## config.mk

```make
export PLATFORM = sky130hd
export DESIGN_NAME = simd_min_unit
export DESIGN_NICKNAME = d
export VERILOG_FILES = /design/src/rtl/simd_min_pkg.sv /design/src/rtl/simd_seg_cmp.sv /design/src/rtl/simd_lane_chain.sv /design/src/rtl/simd_seg_select.sv /design/src/rtl/simd_min_unit.sv
export SDC_FILE = /design/constraint.sdc
export NUM_CORES = 1
export LEC_CHECK = 0
export ABC_AREA = 1
export BUFFER_PORTS_ARGS = -buffer_cell sky130_fd_sc_hd__clkbuf_2
export CAP_MARGIN = 0
export CORE_ASPECT_RATIO = 1.25
export CORE_MARGIN = 5
export CORE_UTILIZATION = 43
export DETAILED_ROUTE_END_ITERATION = 7
export GPL_TIMING_DRIVEN = 0
export PLACE_DENSITY_LB_ADDON = 0.05
export RECOVER_POWER = 25
export SYNTH_ARGS = -nofsm -noshare
export SYNTH_HDL_FRONTEND = slang
export SYNTH_SLANG_ARGS = --single-unit
```

## constraint.sdc

```tcl
create_clock -name vclk -period 2.3
set_clock_uncertainty 0.15 [all_clocks]
set_input_delay 0.23 -clock vclk [all_inputs]
set_output_delay 0.23 -clock vclk [all_outputs]
set_load 0.01 [all_outputs]
```

## src/rtl/simd_min_pkg.sv

```systemverilog
package simd_min_pkg;
    localparam int SEG_W   = 8;
    localparam int NUM_SEG = 4;
    localparam int DATA_W  = SEG_W * NUM_SEG;
    localparam int SPLIT_W = NUM_SEG - 1;
endpackage

```

## src/rtl/simd_seg_cmp.sv

```systemverilog
module simd_seg_cmp #(
    parameter int SEG_W   = simd_min_pkg::SEG_W,
    parameter int NUM_SEG = simd_min_pkg::NUM_SEG,
    localparam int DATA_W = SEG_W * NUM_SEG
) (
    input  logic [DATA_W-1:0]  a_i,
    input  logic [DATA_W-1:0]  b_i,
    output logic [NUM_SEG-1:0] lt_o,
    output logic [NUM_SEG-1:0] eq_o
);
    // one unsigned magnitude comparator per segment
    for (genvar s = 0; s < NUM_SEG; s++) begin : g_seg
        logic [SEG_W-1:0] a_seg, b_seg;
        assign a_seg   = a_i[s*SEG_W +: SEG_W];
        assign b_seg   = b_i[s*SEG_W +: SEG_W];
        assign lt_o[s] = a_seg < b_seg;
        assign eq_o[s] = a_seg == b_seg;
    end
endmodule

```

## src/rtl/simd_lane_chain.sv

```systemverilog
module simd_lane_chain #(
    parameter int NUM_SEG = simd_min_pkg::NUM_SEG,
    localparam int SPLIT_W = NUM_SEG - 1
) (
    input  logic [NUM_SEG-1:0] lt_i,
    input  logic [NUM_SEG-1:0] eq_i,
    input  logic [SPLIT_W-1:0] split_i,
    output logic [NUM_SEG-1:0] pick_a_o
);
    logic [NUM_SEG-1:0] lt_chain_d;

    always_comb begin
        // upward pass: carry the lower verdict across joined boundaries
        lt_chain_d[0] = lt_i[0];
        for (int s = 1; s < NUM_SEG; s++) begin
            lt_chain_d[s] = lt_i[s] |
                            (eq_i[s] & ~split_i[s-1] & lt_chain_d[s-1]);
        end
        // downward pass: broadcast each lane-top verdict to its segments
        pick_a_o[NUM_SEG-1] = lt_chain_d[NUM_SEG-1];
        for (int s = NUM_SEG - 2; s >= 0; s--) begin
            pick_a_o[s] = split_i[s] ? lt_chain_d[s] : pick_a_o[s+1];
        end
    end

    always_comb begin
        for (int s = 0; s < NUM_SEG; s++) begin
            // a lane-top segment that is strictly greater never picks a
            if (s == NUM_SEG - 1 || split_i[s]) begin
                greater_top_chk: assert (lt_i[s] || eq_i[s] || !pick_a_o[s])
                    else $error("lane top picked larger operand");
            end
        end
    end
endmodule

```

## src/rtl/simd_seg_select.sv

```systemverilog
module simd_seg_select #(
    parameter int SEG_W   = simd_min_pkg::SEG_W,
    parameter int NUM_SEG = simd_min_pkg::NUM_SEG,
    localparam int DATA_W = SEG_W * NUM_SEG
) (
    input  logic [DATA_W-1:0]  a_i,
    input  logic [DATA_W-1:0]  b_i,
    input  logic [NUM_SEG-1:0] pick_a_i,
    output logic [DATA_W-1:0]  res_o
);
    for (genvar s = 0; s < NUM_SEG; s++) begin : g_mux
        assign res_o[s*SEG_W +: SEG_W] = pick_a_i[s] ? a_i[s*SEG_W +: SEG_W]
                                                     : b_i[s*SEG_W +: SEG_W];
    end
endmodule

```

## src/rtl/simd_min_unit.sv

```systemverilog
module simd_min_unit (
    input  logic [31:0] opa_i,
    input  logic [31:0] opb_i,
    input  logic [2:0]  split_i,
    output logic [31:0] min_o
);
    import simd_min_pkg::*;

    logic [NUM_SEG-1:0] seg_lt, seg_eq, pick_a;

    simd_seg_cmp #(.SEG_W(SEG_W), .NUM_SEG(NUM_SEG)) u_cmp (
        .a_i  (opa_i),
        .b_i  (opb_i),
        .lt_o (seg_lt),
        .eq_o (seg_eq)
    );

    simd_lane_chain #(.NUM_SEG(NUM_SEG)) u_chain (
        .lt_i     (seg_lt),
        .eq_i     (seg_eq),
        .split_i  (split_i),
        .pick_a_o (pick_a)
    );

    simd_seg_select #(.SEG_W(SEG_W), .NUM_SEG(NUM_SEG)) u_sel (
        .a_i      (opa_i),
        .b_i      (opb_i),
        .pick_a_i (pick_a),
        .res_o    (min_o)
    );

    always_comb begin

        if (split_i == '0) begin
            full_width_min_chk: assert (min_o == ((opa_i < opb_i) ? opa_i : opb_i))
                else $error("single lane minimum wrong");
        end

        if (split_i == '1) begin
            for (int s = 0; s < NUM_SEG; s++) begin
                byte_lane_min_chk: assert (min_o[s*SEG_W +: SEG_W] <= opa_i[s*SEG_W +: SEG_W]
                                        && min_o[s*SEG_W +: SEG_W] <= opb_i[s*SEG_W +: SEG_W])
                    else $error("byte lane exceeds an operand");
            end
        end

        for (int s = 0; s < NUM_SEG - 1; s++) begin
            if (!split_i[s] && min_o[(s+1)*SEG_W +: SEG_W] != opb_i[(s+1)*SEG_W +: SEG_W]) begin
                joined_source_chk: assert (min_o[s*SEG_W +: SEG_W] == opa_i[s*SEG_W +: SEG_W])
                    else $error("lane mixes operand bytes");
            end
        end

        for (int s = 0; s < NUM_SEG; s++) begin
            seg_origin_chk: assert (min_o[s*SEG_W +: SEG_W] == opa_i[s*SEG_W +: SEG_W]
                                 || min_o[s*SEG_W +: SEG_W] == opb_i[s*SEG_W +: SEG_W])
                else $error("segment from neither operand");
        end
    end
endmodule

```

==> impl_metrics.py, run 1 <==
metrics = {
    "floorplan": {
        "core_area_sq_um": 2920,
        "row_count": 22,
        "initial_core_util_pct": 44.2,
        "die_x_microns": 59.0,
        "die_y_microns": 71.2,
        "ios": 99,
        "dieArea_sq_um": 4200,
    },
    "detailed_routing": {
        "drc": 0,
        "ant_nets": 0,
        "first_pass_iters": 4,
        "wl_microns": 4430,
        "drt_iter0_drc": 86,
        "via_per_inst": 4.97,
        "post_drt_wl_per_cell_microns": 12.1,
        "vias": 1814,
    },
    "synthesis": {
        "synth_area_leader_cell": "ha_1",
        "ys.warnings.count": 0,
        "synth_cell_types": 22,
        "yosysSeqAreaShare_pct": 0,
        "synth_nets": 312,
        "postSynthAreaPerCell_sq_um": 6.02,
        "netlist_area_sq_um": 1290,
        "synth_cells": 214,
        "yosys-top-cells-area": "ha_1 (30%), nand2_1 (16%), inv_1 (12%)",
        "synth.top_cell.area_share_pct": 30.1,
    },
    "hold_path": {
        "hp-class": "input pin to primary output",
    },
    "sta": {
        "setup_ws_ns": -0.187,
        "finalHoldViolCount": 0,
        "worst_pin_slew_ns": 0.583,
        "hold_slack_ns": 0.593,
        "maxSlewViolCount": 0,
        "timing.final.crit_share_pct": 108,
        "rsz0062_at_grt": "true",
        "setup_tns_ns": -4.33,
        "relSlewSlack_pct": 61.1,
        "fin_crit_ns": 2.49,
        "setup_viol": 32,
        "fmax_mhz": 402,
    },
    "placement": {
        "gp_congestion": 0.767,
        "io_buffers": 99,
        "hpwl_microns": 3040,
        "post-place-ws_ns": -0.167,
    },
    "grt": {
        "globalRouteTotalUtil_pct": 18.2,
        "grt_pass1_wl_microns": 6670,
        "grt_pass1_vias": 1739,
        "grt_antenna_before_repair": 0,
        "grt_remaining_overflow": 0,
        "grt_max_degree": 11,
    },
    "pwr": {
        "vdd_drop_max_mv": 0.195,
        "p_leak_nw": 1.35,
        "p_per_area_nw_per_um2": 279,
    },
    "layout": {
        "fillCellCount": 210,
        "areaGrowthSynthToFinish_pct": 87.5,
        "flops_and_latches": 0,
        "seqCellArea_sq_um": 0,
        "diodes": 0,
        "drive_gt1_share_pct": 58.1,
        "final_common_cell": "clkbuf_2",
        "n_clock_buffer": 0,
        "multi_input_area_sq_um": 1420,
        "final_nets": 429,
        "mostFrequentLayoutCells": "clkbuf_2 (63), nand2_1 (40), inv_1 (30), buf_2 (28), ha_1 (20)",
    },
    "critical_path": {
        "crit_required_ns": 1.92,
        "crit_start": "opb_i[12]",
        "path_class": "input pin to primary output",
        "critPathMaxFanout": 4,
        "path_cells": "buf_6, inv_2, ha_4, nand4_1, inv_1, nand2_2, nand3_2, nand2_2, nand2_2, nand3_2, nand3_4, nand3_4, buf_12, nand3_2, nand2_1, buf_2",
        "critical_path_arrival_ns": 2.11,
        "crit_path_end_kind": "primary output",
        "crit_path_max_incr_delay_ns": 0.26,
        "endpoint": "min_o[1]",
        "slowest_stage": "ha_4",
        "worstSetupStartpointType": "input pin",
    },
    "run": {
        "maxCapViolCount": 0,
    },
    "outcome": {
        "status": "finished with violations",
        "violations": "negative setup slack",
    },
    "clock_tree": {
        "hold_buffers": 0,
    },
}
==> synth_stat cells <==
cell	count
ha_1	31
o21ai_2	7
o21a_1	3
nand4_1	3
o21ai_1	1
a21oi_2	1
nand2_4	2
nor3_1	3
nand2_1	55
buf_12	1
a21oi_1	21
buf_6	1
o221ai_1	1
a211oi_1	1
inv_1	40
nand2_2	2
inv_2	1
buf_2	1
nand3_1	14
o21ai_0	9
nand3_4	3
nor2_1	13
==> how the worst min path moves through the flow <==
stage	start	to	slack [ns]	depth (start not counted)
finish	opa_i[14]	min_o[14]	0.59	4
global route	opa_i[14]	min_o[14]	0.61	4
CTS	opb_i[4]	min_o[4]	0.61	4
detailed placement	opb_i[4]	min_o[4]	0.61	4
global placement	opb_i[1]	min_o[1]	0.61	4
floorplan	opa_i[10]	min_o[10]	0.42	2
==> stage by stage <==
step	area (sq um)	total power, mW	util (%)	cells
2_1_floorplan	1290	0.297	-	214
3_3_place_gp	1830	0.477	62.7	349
3_5_place_dp	1830	0.482	62.7	349
4_1_cts	2170	0.585	74.5	357
5_1_grt	2420	0.745	82.8	365
6_report	2420	0.674	82.8	365
==> power breakdown <==
part / internal [mW] / total, mW / switching, mW
sequential: 0 / 0 / 0
combinational: 0.330 / 0.674 / 0.344
clock: 0 / 0 / 0
==> timing repair <==
item	4_1_cts	5_1_grt
setup buffers	7	6
pin swaps	16	12
resized for setup	51	76
gates cloned	1	2
endpoints found under the setup margin	32	32
==> layout make-up <==
cell class,instances,share of cell area [%]
buffer,3,1.92
inverter,41,6.68
multi-input combinational,170,58.6
tap,36,1.86
timing repair buffer,115,30.9
==> cells by family (layout without fill, tap and decap cells) <==
kind of cell	count (synthesis)	after routing	share of synthesized area [%]
AOI/OAI and AO/OA	44	44	20.5
buffers and inverters	44	159	14.8
adders and majority gates	31	31	30.1
and+or+nand+nor	95	95	34.7
==> critical path, delay by kind of cell <==
kind,cells,cell delay [ns]
simple gates,10,1.05
buf+inv,5,0.57
fa+ha+maj,1,0.26
==> per-layer routing <==
metal | share of wire (%) | global-route usage, % | routed length [microns]
met5 | 0 | 0 | 0
met4 | 0.90 | 1.51 | 40
met3 | 6.6 | 0.547 | 293
met2 | 56 | 34.6 | 2470
met1 | 37 | 22.9 | 1620
No activity file was read; power rests on OpenSTA's default activity.
==> run 2: changes to the inputs <==
==> constraint.sdc (replaced) <==
create_clock -name vclk -period 2.8
set_clock_uncertainty 0.15 [all_clocks]
set_input_delay 0.28 -clock vclk [all_inputs]
set_output_delay 0.28 -clock vclk [all_outputs]
set_load 0.01 [all_outputs]
==> impl_metrics.py, run 2 (synthesized netlist as in run 1, its figures left out) <==
metrics = {
    "outcome": {
        "status": "finished, final reports clean",
    },
    "grt": {
        "grt_pass1_wl_microns": 5910,
        "globalRouteTotalUtil_pct": 16.0,
        "grt_pass1_vias": 1540,
        "grt_max_degree": 11,
        "grt_remaining_overflow": 0,
        "grt_antenna_before_repair": 0,
    },
    "sta": {
        "timing.final.crit_share_pct": 89.7,
        "fin_crit_ns": 2.51,
        "finalHoldViolCount": 0,
        "worst_pin_slew_ns": 0.397,
        "rsz0062_at_grt": "true",
        "setup_tns_ns": 0,
        "relSlewSlack_pct": 73.5,
        "fmax_mhz": 398,
        "setup_viol": 0,
        "maxSlewViolCount": 0,
    },
    "critical_path": {
        "worstSetupStartpointType": "input pin",
        "slowest_stage": "ha_1",
        "critPathMaxFanout": 10,
        "path_cells": "clkbuf_2, inv_1, ha_1, nand4_1, nor3_1, nand3_1, nand2_1, nand2_1, nand2_1, nand2_2, nand3_4, nand3_4, nand2_4, buf_12, nand2_1, o21ai_2, clkbuf_2",
        "crit_start": "opb_i[15]",
        "path_class": "input pin to primary output",
        "critical_path_arrival_ns": 2.08,
        "crit_path_end_kind": "primary output",
        "critical-path-top-cell-by-count": "nand2_1",
        "crit_path_max_incr_delay_ns": 0.31,
        "endpoint": "min_o[13]",
        "crit_required_ns": 2.37,
    },
    "placement": {
        "gp_congestion": 0.767,
        "io_buffers": 99,
        "place_area_sq_um": 1830,
        "hpwl_microns": 3040,
    },
    "floorplan": {
        "dieArea_sq_um": 4200,
        "die_x_microns": 59.0,
        "die_y_microns": 71.2,
        "initial_core_util_pct": 44.2,
        "row_count": 22,
        "core_area_sq_um": 2920,
        "ios": 99,
    },
    "detailed_routing": {
        "vias": 1634,
        "first_pass_iters": 4,
        "post_drt_wl_per_cell_microns": 9.53,
        "via_per_inst": 4.66,
        "drc": 0,
        "ant_nets": 0,
        "drt_iter0_drc": 99,
        "wl_microns": 3350,
    },
    "layout": {
        "fin_area_sq_um": 1860,
        "final_nets": 415,
        "seqCellArea_sq_um": 0,
        "mostFrequentLayoutCells": "clkbuf_2 (97), nand2_1 (54), inv_1 (40), ha_1 (31), a21oi_1 (21)",
        "diodes": 0,
        "n_clock_buffer": 0,
        "areaGrowthSynthToFinish_pct": 44.0,
        "flops_and_latches": 0,
        "drive_gt1_share_pct": 37.5,
        "final_common_cell": "clkbuf_2",
    },
    "run": {
        "maxCapViolCount": 0,
    },
    "pwr": {
        "swShare_pct": 55.1,
        "vdd_drop_max_mv": 0.129,
        "p_int_uw": 179,
        "p_leak_nw": 1.19,
        "combPwrFrac_pct": 100.0,
        "total_power_uw": 397,
        "p_per_area_nw_per_um2": 214,
        "p_seq_share_pct": 0,
        "switching_power_uw": 219,
        "pwr-share-clk_pct": 0,
    },
    "clock_tree": {
        "hold_buffers": 0,
    },
    "hold_path": {
        "hold_start": "opb_i[0]",
        "hp-class": "input pin to primary output",
    },
}
-- run 2: changes by cell type in the layout (fill, tap and decap cells not counted), sizes merged --
cell    change
clkbuf     +36
buf        -50
-- run 2: how the worst min path moves through the flow --
stage	endpoint	slack, ns	cells past startpoint
2_1_floorplan	min_o[10]	0.52	2
3_3_place_gp	min_o[1]	0.71	4
3_5_place_dp	min_o[4]	0.71	4
4_1_cts	min_o[0]	0.71	4
5_1_grt	min_o[11]	0.74	4
6_report	min_o[0]	0.71	4
-- run 2: timing repair --
item,in CTS,in global routing
setup buffers,0,2
setup endpoints to repair,0,24
gates resized for setup,0,3
-- run 2: worst max-delay path, delay by kind of cell --
family,cells,cell delay [ns]
adders and majority gates,1,0.31
and+or+nand+nor,11,1.03
buffers and inverters,4,0.40
AOI/OAI and AO/OA,1,0.05
-- run 2: through the flow --
step                      hold slack [ns]  std cells  worst slack, ns  utilization, %
final                               0.708        351            0.289            63.6
after global routing                0.737        351         -0.00556            63.6
after CTS                           0.714        349            0.238            62.7
after detailed placement            0.712        349            0.233            62.7
after global placement              0.710        349            0.241            62.7
after floorplan                     0.525        214            0.589               -
-- run 2: cell type report --
class / count / area [sq um]
Timing Repair Buffer: 101 / 519
Fill cell: 328 / 1060
Buffer: 3 / 36.3
Multi-Input combinational cell: 170 / 1100
Tap cell: 36 / 45.0
Inverter: 41 / 154
-- run 2: power by group through the flow --
stage / clock network [mW] / registers (mW) / logic, mW
4_1_cts: 0 / 0 / 0.397
5_1_grt: 0 / 0 / 0.459
3_3_place_gp: 0 / 0 / 0.392
2_1_floorplan: 0 / 0 / 0.244
3_5_place_dp: 0 / 0 / 0.396
6_report: 0 / 0 / 0.397
-- run 2: routing by layer --
layer / track usage (%) / share of wire (%)
met5: 0 / 0
met4: 0 / 0
met3: 0.547 / 7.6
met2: 29.5 / 50
met1: 21.6 / 43
